## src/rtl/tbl_loader_pkg.sv

```systemverilog
package tbl_loader_pkg;
  localparam int BYTE_W     = 8;
  localparam int WORD_W     = 32;
  localparam int LANES      = WORD_W / BYTE_W;
  localparam int LANE_W     = $clog2(LANES);
  localparam int FIELD_W    = 32;
  localparam int REC_BYTES  = 12;
  localparam int REC_STRIDE = 16;
  localparam int IDX_W      = $clog2(REC_STRIDE);
  localparam int FIELD_BYTES = FIELD_W / BYTE_W;
  localparam int CTRL_TAIL  = 2 * FIELD_BYTES - 1;
  localparam int DATA_HEAD  = 2 * FIELD_BYTES;

  typedef enum logic [1:0] {
    ST_IDLE  = 2'd0,
    ST_FETCH = 2'd1,
    ST_WRITE = 2'd2
  } ldState_t;

  typedef struct packed {
    logic loadBase;
    logic takeByte;
    logic nextRec;
  } dpCtrl_t;
endpackage

```

## src/rtl/tbl_loader_dp.sv

```systemverilog
module tbl_loader_dp
  import tbl_loader_pkg::*;
#(
  parameter int ADDR_W      = 32,
  parameter int MAX_RECORDS = 64
) (
  input  logic                clk,
  input  logic                rstN,
  input  dpCtrl_t             ctrl,
  input  logic [ADDR_W-1:0]   tableBase,
  input  logic [BYTE_W-1:0]   rdData,
  output logic [ADDR_W-1:0]   rdAddr,
  output logic [ADDR_W-1:0]   wrAddr,
  output logic [WORD_W-1:0]   wrData,
  output logic [LANES-1:0]    wrStrb,
  output logic                lastByte,
  output logic                recLast,
  output logic                recCross,
  output logic                atLimit
);
  localparam int CNT_W = (MAX_RECORDS > 1) ? $clog2(MAX_RECORDS) : 1;
  localparam int SH_W  = LANE_W + $clog2(BYTE_W);

  logic [ADDR_W-1:0]  recBase;
  logic [IDX_W-1:0]   byteIdx;
  logic [CNT_W-1:0]   recCount;
  logic [FIELD_W-1:0] destField;
  logic [WORD_W-1:0]  dataWord;
  logic [LANE_W:0]    ctrlBits;
  logic [LANE_W-1:0]  sizeCode;
  logic [LANE_W-1:0]  laneOff;
  logic [LANE_W:0]    byteCount;
  logic [LANE_W:0]    endLane;
  logic [SH_W-1:0]    shAmt;

  always_ff @(posedge clk) begin
    if (!rstN) begin
      recBase   <= '0;
      byteIdx   <= '0;
      recCount  <= '0;
      destField <= '0;
      dataWord  <= '0;
      ctrlBits  <= '0;
    end else if (ctrl.loadBase) begin
      recBase  <= tableBase;
      byteIdx  <= '0;
      recCount <= '0;
    end else begin
      if (ctrl.takeByte) begin
        byteIdx <= byteIdx + 1'b1;
        if (byteIdx < IDX_W'(FIELD_BYTES))
          destField <= {destField[FIELD_W-BYTE_W-1:0], rdData};
        if (byteIdx == IDX_W'(CTRL_TAIL))
          ctrlBits <= rdData[LANE_W:0];
        if (byteIdx >= IDX_W'(DATA_HEAD))
          dataWord <= {dataWord[WORD_W-BYTE_W-1:0], rdData};
      end
      if (ctrl.nextRec) begin
        recBase  <= recBase + ADDR_W'(REC_STRIDE);
        byteIdx  <= '0;
        recCount <= recCount + 1'b1;
      end
    end
  end

  assign rdAddr   = recBase + ADDR_W'(byteIdx);
  assign lastByte = (byteIdx == IDX_W'(REC_BYTES - 1));
  assign atLimit  = (recCount == CNT_W'(MAX_RECORDS - 1));

  assign sizeCode  = ctrlBits[LANE_W-1:0];
  assign recLast   = ctrlBits[LANE_W];
  assign laneOff   = destField[LANE_W-1:0];
  assign byteCount = (sizeCode == '0) ? (LANE_W+1)'(LANES) : {1'b0, sizeCode};
  assign endLane   = {1'b0, laneOff} + byteCount;
  assign recCross  = (endLane > (LANE_W+1)'(LANES));

  assign shAmt  = {laneOff, {(SH_W-LANE_W){1'b0}}};
  assign wrData = dataWord >> shAmt;
  assign wrAddr = {destField[ADDR_W-1:LANE_W], {LANE_W{1'b0}}};

  for (genvar g = 0; g < LANES; g++) begin : gLane
    assign wrStrb[g] = ((LANE_W+1)'(g) >= {1'b0, laneOff}) &&
                       ((LANE_W+1)'(g) < endLane);
  end
endmodule

```

## src/rtl/tbl_loader_ctl.sv

```systemverilog
module tbl_loader_ctl
  import tbl_loader_pkg::*;
(
  input  logic    clk,
  input  logic    rstN,
  input  logic    start,
  input  logic    autoLoadEn,
  input  logic    rdValid,
  input  logic    wrReady,
  input  logic    lastByte,
  input  logic    recLast,
  input  logic    recCross,
  input  logic    atLimit,
  output dpCtrl_t ctrl,
  output logic    rdReq,
  output logic    wrValid,
  output logic    busy,
  output logic    done,
  output logic    error
);
  ldState_t state, stateNext;
  logic startTaken;
  logic recDone;

  assign startTaken = (state == ST_IDLE) && start;
  assign rdReq      = (state == ST_FETCH);
  assign wrValid    = (state == ST_WRITE) && !recCross;
  assign recDone    = (state == ST_WRITE) && (recCross || wrReady);
  assign busy       = (state != ST_IDLE);

  always_comb begin
    ctrl          = '0;
    ctrl.loadBase = startTaken && autoLoadEn;
    ctrl.takeByte = rdReq && rdValid;
    ctrl.nextRec  = recDone && !recLast && !atLimit;
  end

  always_comb begin
    stateNext = state;
    unique case (state)
      ST_IDLE:  if (startTaken && autoLoadEn) stateNext = ST_FETCH;
      ST_FETCH: if (ctrl.takeByte && lastByte) stateNext = ST_WRITE;
      ST_WRITE: if (recDone) stateNext = (recLast || atLimit) ? ST_IDLE : ST_FETCH;
      default:  stateNext = ST_IDLE;
    endcase
  end

  always_ff @(posedge clk) begin
    if (!rstN) begin
      state <= ST_IDLE;
      done  <= 1'b0;
      error <= 1'b0;
    end else begin
      state <= stateNext;
      if (startTaken) begin
        done  <= !autoLoadEn;
        error <= 1'b0;
      end
      if (recDone && recCross) error <= 1'b1;
      if (recDone && recLast) done <= 1'b1;
      else if (recDone && atLimit) error <= 1'b1;
    end
  end
endmodule

```

## src/rtl/tbl_loader.sv

```systemverilog
module tbl_loader
  import tbl_loader_pkg::*;
#(
  parameter int ADDR_W      = 32,
  parameter int MAX_RECORDS = 64
) (
  input  logic              clk,
  input  logic              rstN,
  input  logic              autoLoadEn,
  input  logic [ADDR_W-1:0] tableBase,
  input  logic              start,
  output logic              rdReq,
  output logic [ADDR_W-1:0] rdAddr,
  input  logic              rdValid,
  input  logic [7:0]        rdData,
  output logic              wrValid,
  output logic [ADDR_W-1:0] wrAddr,
  output logic [31:0]       wrData,
  output logic [3:0]        wrStrb,
  input  logic              wrReady,
  output logic              busy,
  output logic              done,
  output logic              error
);
  dpCtrl_t dpCtrl;
  logic lastByte, recLast, recCross, atLimit;

  tbl_loader_ctl u_ctl (
    .clk        (clk),
    .rstN       (rstN),
    .start      (start),
    .autoLoadEn (autoLoadEn),
    .rdValid    (rdValid),
    .wrReady    (wrReady),
    .lastByte   (lastByte),
    .recLast    (recLast),
    .recCross   (recCross),
    .atLimit    (atLimit),
    .ctrl       (dpCtrl),
    .rdReq      (rdReq),
    .wrValid    (wrValid),
    .busy       (busy),
    .done       (done),
    .error      (error)
  );

  tbl_loader_dp #(
    .ADDR_W      (ADDR_W),
    .MAX_RECORDS (MAX_RECORDS)
  ) u_dp (
    .clk       (clk),
    .rstN      (rstN),
    .ctrl      (dpCtrl),
    .tableBase (tableBase),
    .rdData    (rdData),
    .rdAddr    (rdAddr),
    .wrAddr    (wrAddr),
    .wrData    (wrData),
    .wrStrb    (wrStrb),
    .lastByte  (lastByte),
    .recLast   (recLast),
    .recCross  (recCross),
    .atLimit   (atLimit)
  );
endmodule

```

## config.mk

```make
export PLATFORM = sky130hd
export DESIGN_NAME = tbl_loader
export DESIGN_NICKNAME = d
export VERILOG_FILES = /design/src/rtl/tbl_loader_pkg.sv /design/src/rtl/tbl_loader_dp.sv /design/src/rtl/tbl_loader_ctl.sv /design/src/rtl/tbl_loader.sv
export SDC_FILE = /design/constraint.sdc
export NUM_CORES = 1
export LEC_CHECK = 0
export BUFFER_PORTS_ARGS = -buffer_cell sky130_fd_sc_hd__buf_2
export CAP_MARGIN = 20
export CORE_ASPECT_RATIO = 1.25
export CORE_MARGIN = 2
export CORE_UTILIZATION = 52
export CTS_BUF_LIST = sky130_fd_sc_hd__clkbuf_4 sky130_fd_sc_hd__clkbuf_8 sky130_fd_sc_hd__clkbuf_16
export DETAILED_ROUTE_END_ITERATION = 10
export PLACE_DENSITY = 0.78
export SLEW_MARGIN = 20
export SYNTH_ARGS = -nofsm -noshare
export SYNTH_HDL_FRONTEND = slang
export SYNTH_SLANG_ARGS = --single-unit
export TNS_END_PERCENT = 1
```

## constraint.sdc

```tcl
create_clock -name clk -period 3.8 [get_ports clk]
set_input_delay 0.76 -clock clk [delete_from_list [all_inputs] [get_ports clk]]
set_output_delay 0.76 -clock clk [all_outputs]
set_load 0.01 [all_outputs]
```

# Word level (Yosys, flattened, before mapping)

Index checks and enable logic that the tools add are counted.
Widths: inputs -> output; s select.

Equal/unequal tests: 8
Shifts and indexed selects: 1
Order comparisons: 10
Reduce and logical (&&, ||, !) cells: 31
Muxes and demuxes: 14
$add $sub $neg: 5
Bitwise operators: 2

Operators by type and width:

| kind                  | number |
|---|---|
| $mux 32               | 2 |
| $add 32x4->32         | 1 |
| $add 32x5->32 const B | 1 |
| $shr 32x5->32         | 1 |
| $logic_and 1x1->1     | 14 |
| $reduce_and 3->1      | 4 |
| $mux 1                | 7 |
| $add 6x1->6 const B   | 1 |
| $eq 6x6->1 const B    | 1 |
| $lt 1x3->1 const A    | 2 |
| $lt 2x3->1 const A    | 2 |
| $mux 2                | 3 |
| $pmux 2 s3            | 1 |
| $reduce_bool 2->1     | 3 |
| $add 4x1->4 const B   | 1 |
| $eq 4x3->1 const B    | 1 |
| $eq 4x4->1 const B    | 1 |
| $ge 1x2->1 const A    | 2 |
| $ge 4x4->1 const B    | 1 |
| $logic_not 1->1       | 4 |
| $logic_not 2->1       | 2 |
| $lt 4x3->1 const B    | 1 |
| $ne 2x2->1 const B    | 2 |
| $add 2x3->3           | 1 |
| 10 further kinds      | 12 |

Word-level logic and storage cells: 80
Output and inout port bits: 105
Bits in registers: 113
Input port bits: 46

# Depth between registers and ports, before layout

Depth in word-level cells: 10
Depth in mapped cells: 12

# By module

Synthesis repeated with hierarchy kept, for this count alone.

Cell total of the unflattened synthesis: 809
Area, all modules: 6,411.1 um^2

By module, submodules not included:

| module         | times used | sequential area each (um^2) | cells an instance | area an instance (um^2) |
|---|---|---|---|---|
| tbl_loader_dp  | 1          | 2,182.1                     | 781               | 6,178.4 |
| tbl_loader_ctl | 1          | 80.1                        | 28                | 232.7 |

# Worst setup path before layout

No wires, ideal clock.

Path kind: reg2out
From: register u_dp.destField[1]
To: output port wrValid
Required time: 3.040 ns
Cell stages (with the launch flop): 10
Slack: 0.354 ns
Arrival time: 2.686 ns
Path buffers: 4
Path through: dfxtp_1 clkbuf_1 clkbuf_1 buf_1 inv_1 fa_1 or3_1 and2_1 clkbuf_1 a21boi_0

Word-level cells in the longest chain between the ends: 4

Ends and longest elaborated chain:

| what                     | RTL line             | source |
|---|---|---|
| start: declaration       | tbl_loader_dp.sv:27  | `logic [FIELD_W-1:0] destField;` |
| start signal: assignment | tbl_loader_dp.sv:52  | `destField <= {destField[FIELD_W-BYTE_W-1:0], rdData};` |
| $add 2x3->3              | tbl_loader_dp.sv:74  | `assign endLane = {1'b0, laneOff} + byteCount;` |
| $gt 3x3->1               | tbl_loader_dp.sv:75  | `assign recCross = (endLane > (LANE_W+1)'(LANES));` |
| $logic_not 1->1          | tbl_loader_ctl.sv:27 | `assign wrValid = (state == ST_WRITE) && !recCross;` |
| $logic_and 1x1->1        | tbl_loader_ctl.sv:27 |  |
| end: declaration         | tbl_loader.sv:16     | `output logic wrValid,` |

Every way passes these cells.

# Worst setup path after layout

From: register u_dp.recBase[4]
To: output port rdAddr[24]

Word-level cells in the longest chain between the ends: 1

Ends and longest elaborated chain:

| what                     | RTL line            | source |
|---|---|---|
| start: declaration       | tbl_loader_dp.sv:24 | `logic [ADDR_W-1:0] recBase;` |
| start signal: assignment | tbl_loader_dp.sv:45 | `recBase <= tableBase;` |
| start signal: assignment | tbl_loader_dp.sv:59 | `recBase <= recBase + ADDR_W'(REC_STRIDE);` |
| $add 32x4->32            | tbl_loader_dp.sv:66 | `assign rdAddr = recBase + ADDR_W'(byteIdx);` |
| end: declaration         | tbl_loader.sv:13    | `output logic [ADDR_W-1:0] rdAddr,` |

Every way passes these cells.

==> out/metrics.yaml <==
placement:
  hpwl_um: 10600
  gp_congestion: 0.854
  dp_cells: 1050
  port_buffers: 148
  dpl-instance-area_um2: 6950
  pre_cts_slack_ns: 0.829
yosys:
  yosys_warnings: 0
  netlist_instances: 810
  synthArstFlopShare: 0
  synth_ff_type: "dfxtp_1"
  synth.ff_latch_count: 113
  synth.avg_cell_area_um2: 7.84
  syn_area_um2: 6350
  synth-edff-count: 0
  ys_types: 56
  ys_seq_area_frac: 0.356
global_routing:
  gr-usage-all-layers: 0.229
  grt_overflow: 0
  grt_max_degree: 43
  antenna_found_initial: 0
  grt_pass1_vias: 5063
  grt_pass1_wl_um: 23900
timing:
  fin_setup_tns_ns: 0
  skew_ns: 0.0180
  period_needed_ns: 3.29
  finalSetupViolations: 0
  tightestPinTransition_ns: 0.800
  fin_crit_sh: 0.867
  clock.fmax_ghz: 0.304
  slew_violations: 0
  hold_viol: 0
  worst_slack_ns: 0.506
  slew_headroom: 0.465
  rsz0062_at_grt: "false"
detailed_routing:
  wl_met1_um: 6580
  drt_iter0_markers: 205
  detail-route-antenna-nets: 0
  wirelength_um: 15200
  highest_layer: "met4"
  routed-via-count: 5819
  wl_per_cell_um: 14.0
  wl_met2_um: 7550
  wl_met3_um: 815
  first_pass_iters: 5
  via_per_inst: 5.38
  drcViolationCount: 0
clocking:
  htree_num_levels: 4
  cts_buffer_depth: 2
  clk_latency_ns: 0.42
  cts_hold_buf: 0
  path_clk_slew_ns: 0.05
  postCtsResizedCells: 0
  postCtsSetupBuffers: 0
  cts.sinks: 113
  cts_buffers: 17
  root_buffer: "clkbuf_16"
  cts_tree: "built"
floorplan:
  dieHeight_um: 128
  die-area_um2: 13100
  row_count: 45
  core_um2: 12000
  num_io_pins: 151
  initial_core_util: 0.527
  die_w_um: 103
cells_and_area:
  fin_util: 0.628
  fin_nets: 962
  final_cell_mix: "nand2_1, buf_2, dfxtp_1"
  area_growth_pct: 19.2
  fin_area_um2: 7570
  drive_above_1_share: 0.222
  layoutNonFillerInstCount: 1082
  diodes: 0
  mostFrequentLayoutCell: "nand2_1"
critical_path:
  critPathKind: "reg2out"
  crit_path_end_kind: "primary output"
  critPathArrivalTime_ns: 2.53
  worstPathRequired_ns: 3.04
  crit_path_start_kind: "flop"
  cp_max_fo: 7
outcome:
  status: "completed"
pwr:
  leakage_nw: 3.04
  powerDensity_nw_per_um2: 411
  vdd_ir_drop_max_uv: 278
hold_path:
  hold_path.class: "reg2reg"
job:
  maxCapViolCount: 0
area by class of cell:
type	instances	area, um2
Tap cell	164	205
Inverter	13	48.8
Clock inverter	12	160
Timing Repair Buffer	161	838
Fill cell	1110	4480
Sequential cell	113	2260
Multi-Input combinational cell	599	3600
Clock buffer	20	454
state kept, by name, indices dropped and copies added, names as in the netlist:
name / cells
u_dp.dataWord: 32
u_dp.destField: 32
u_dp.recBase: 32
u_dp.recCount: 6
u_dp.byteIdx: 4
u_dp.ctrlBits: 3
u_ctl.state: 2
u_ctl.done: 1
u_ctl.error: 1
where the power goes:
part | switching, mW | internal [mW]
registers | 0.0402 | 1.21
clock network | 0.566 | 1.06
logic | 0.127 | 0.0959
total | 0.733 | 2.38
synthesized netlist by cell type, types with 2 or more instances:
cell type / number / area (um2)
xor2_1: 20 / 175
o21a_1: 4 / 30.0
nand4_1: 15 / 93.8
nand2b_1: 2 / 12.5
ha_1: 9 / 113
a21boi_0: 68 / 510
buf_2: 6 / 30.0
dfxtp_1: 113 / 2260
a31oi_1: 20 / 125
nand3_1: 18 / 90.1
a21oi_1: 22 / 110
or3_1: 10 / 62.6
or4_1: 10 / 75.1
nor4_1: 2 / 12.5
nor2b_1: 19 / 119
inv_1: 13 / 48.8
fa_1: 2 / 40.0
a211oi_1: 9 / 67.6
and2_1: 11 / 68.8
nand2_2: 2 / 12.5
nand2_1: 173 / 649
buf_1: 3 / 11.3
nor3_1: 10 / 50.1
and3_1: 10 / 62.6
mux2i_1: 20 / 200
nor2_1: 35 / 131
o21ai_0: 47 / 235
buf_4: 33 / 248
clkbuf_1: 43 / 161
xnor2_1: 24 / 210
a41o_1: 2 / 20.0
o31ai_1: 9 / 67.6
and4_1: 3 / 26.3
metrics by stage:
step,hold WS (ns),total power [mW]
2_1_floorplan,0.444,1.42
3_3_place_gp,0.447,1.50
3_5_place_dp,0.453,1.50
4_1_cts,0.461,3.13
5_1_grt,0.477,3.21
6_report,0.455,3.11
cells by family after synthesis:
| logic type | count (synthesis) | share of synthesized area |
|---|---|---|
| adders and majority gates | 11 | 0.0240 |
| muxes | 20 | 0.0315 |
| other | 1 | 0.000591 |
| DFF | 113 | 0.356 |
| xor gates and xnor gates | 44 | 0.0607 |
| buffers and inverters | 99 | 0.0794 |
| AOI/OAI and AO/OA | 192 | 0.198 |
| and+or+nand+nor | 330 | 0.249 |
per-layer routing:
layer	GRT usage	vias to the layer above
li1	-	2961
met1	0.276	2685
met2	0.398	157
met3	0.0498	16
met4	0.0782	0
met5	0	-
final timing paths:
kind | start | endpoint | slack [ns] | cells past startpoint
setup reg to reg | u_dp.ctrlBits[0] | u_dp.recBase[22] | 0.78 | 10
setup / recovery | u_dp.recBase[4] | rdAddr[24] | 0.51 | 7
hold / removal | u_dp.destField[28] | u_dp.destField[28] | 0.46 | 2
hold reg to reg | u_dp.destField[28] | u_dp.destField[28] | 0.46 | 2
critical path: stages, from the launching register on:
cell and delay, ns:
dfxtp_1 0.44, ha_1 0.32, nand2_1 0.14, nor4_4 0.45, o211ai_1 0.29, nor2_1 0.19
xor2_1 0.15, buf_2 0.14
(Power assumes the default switching activity.)
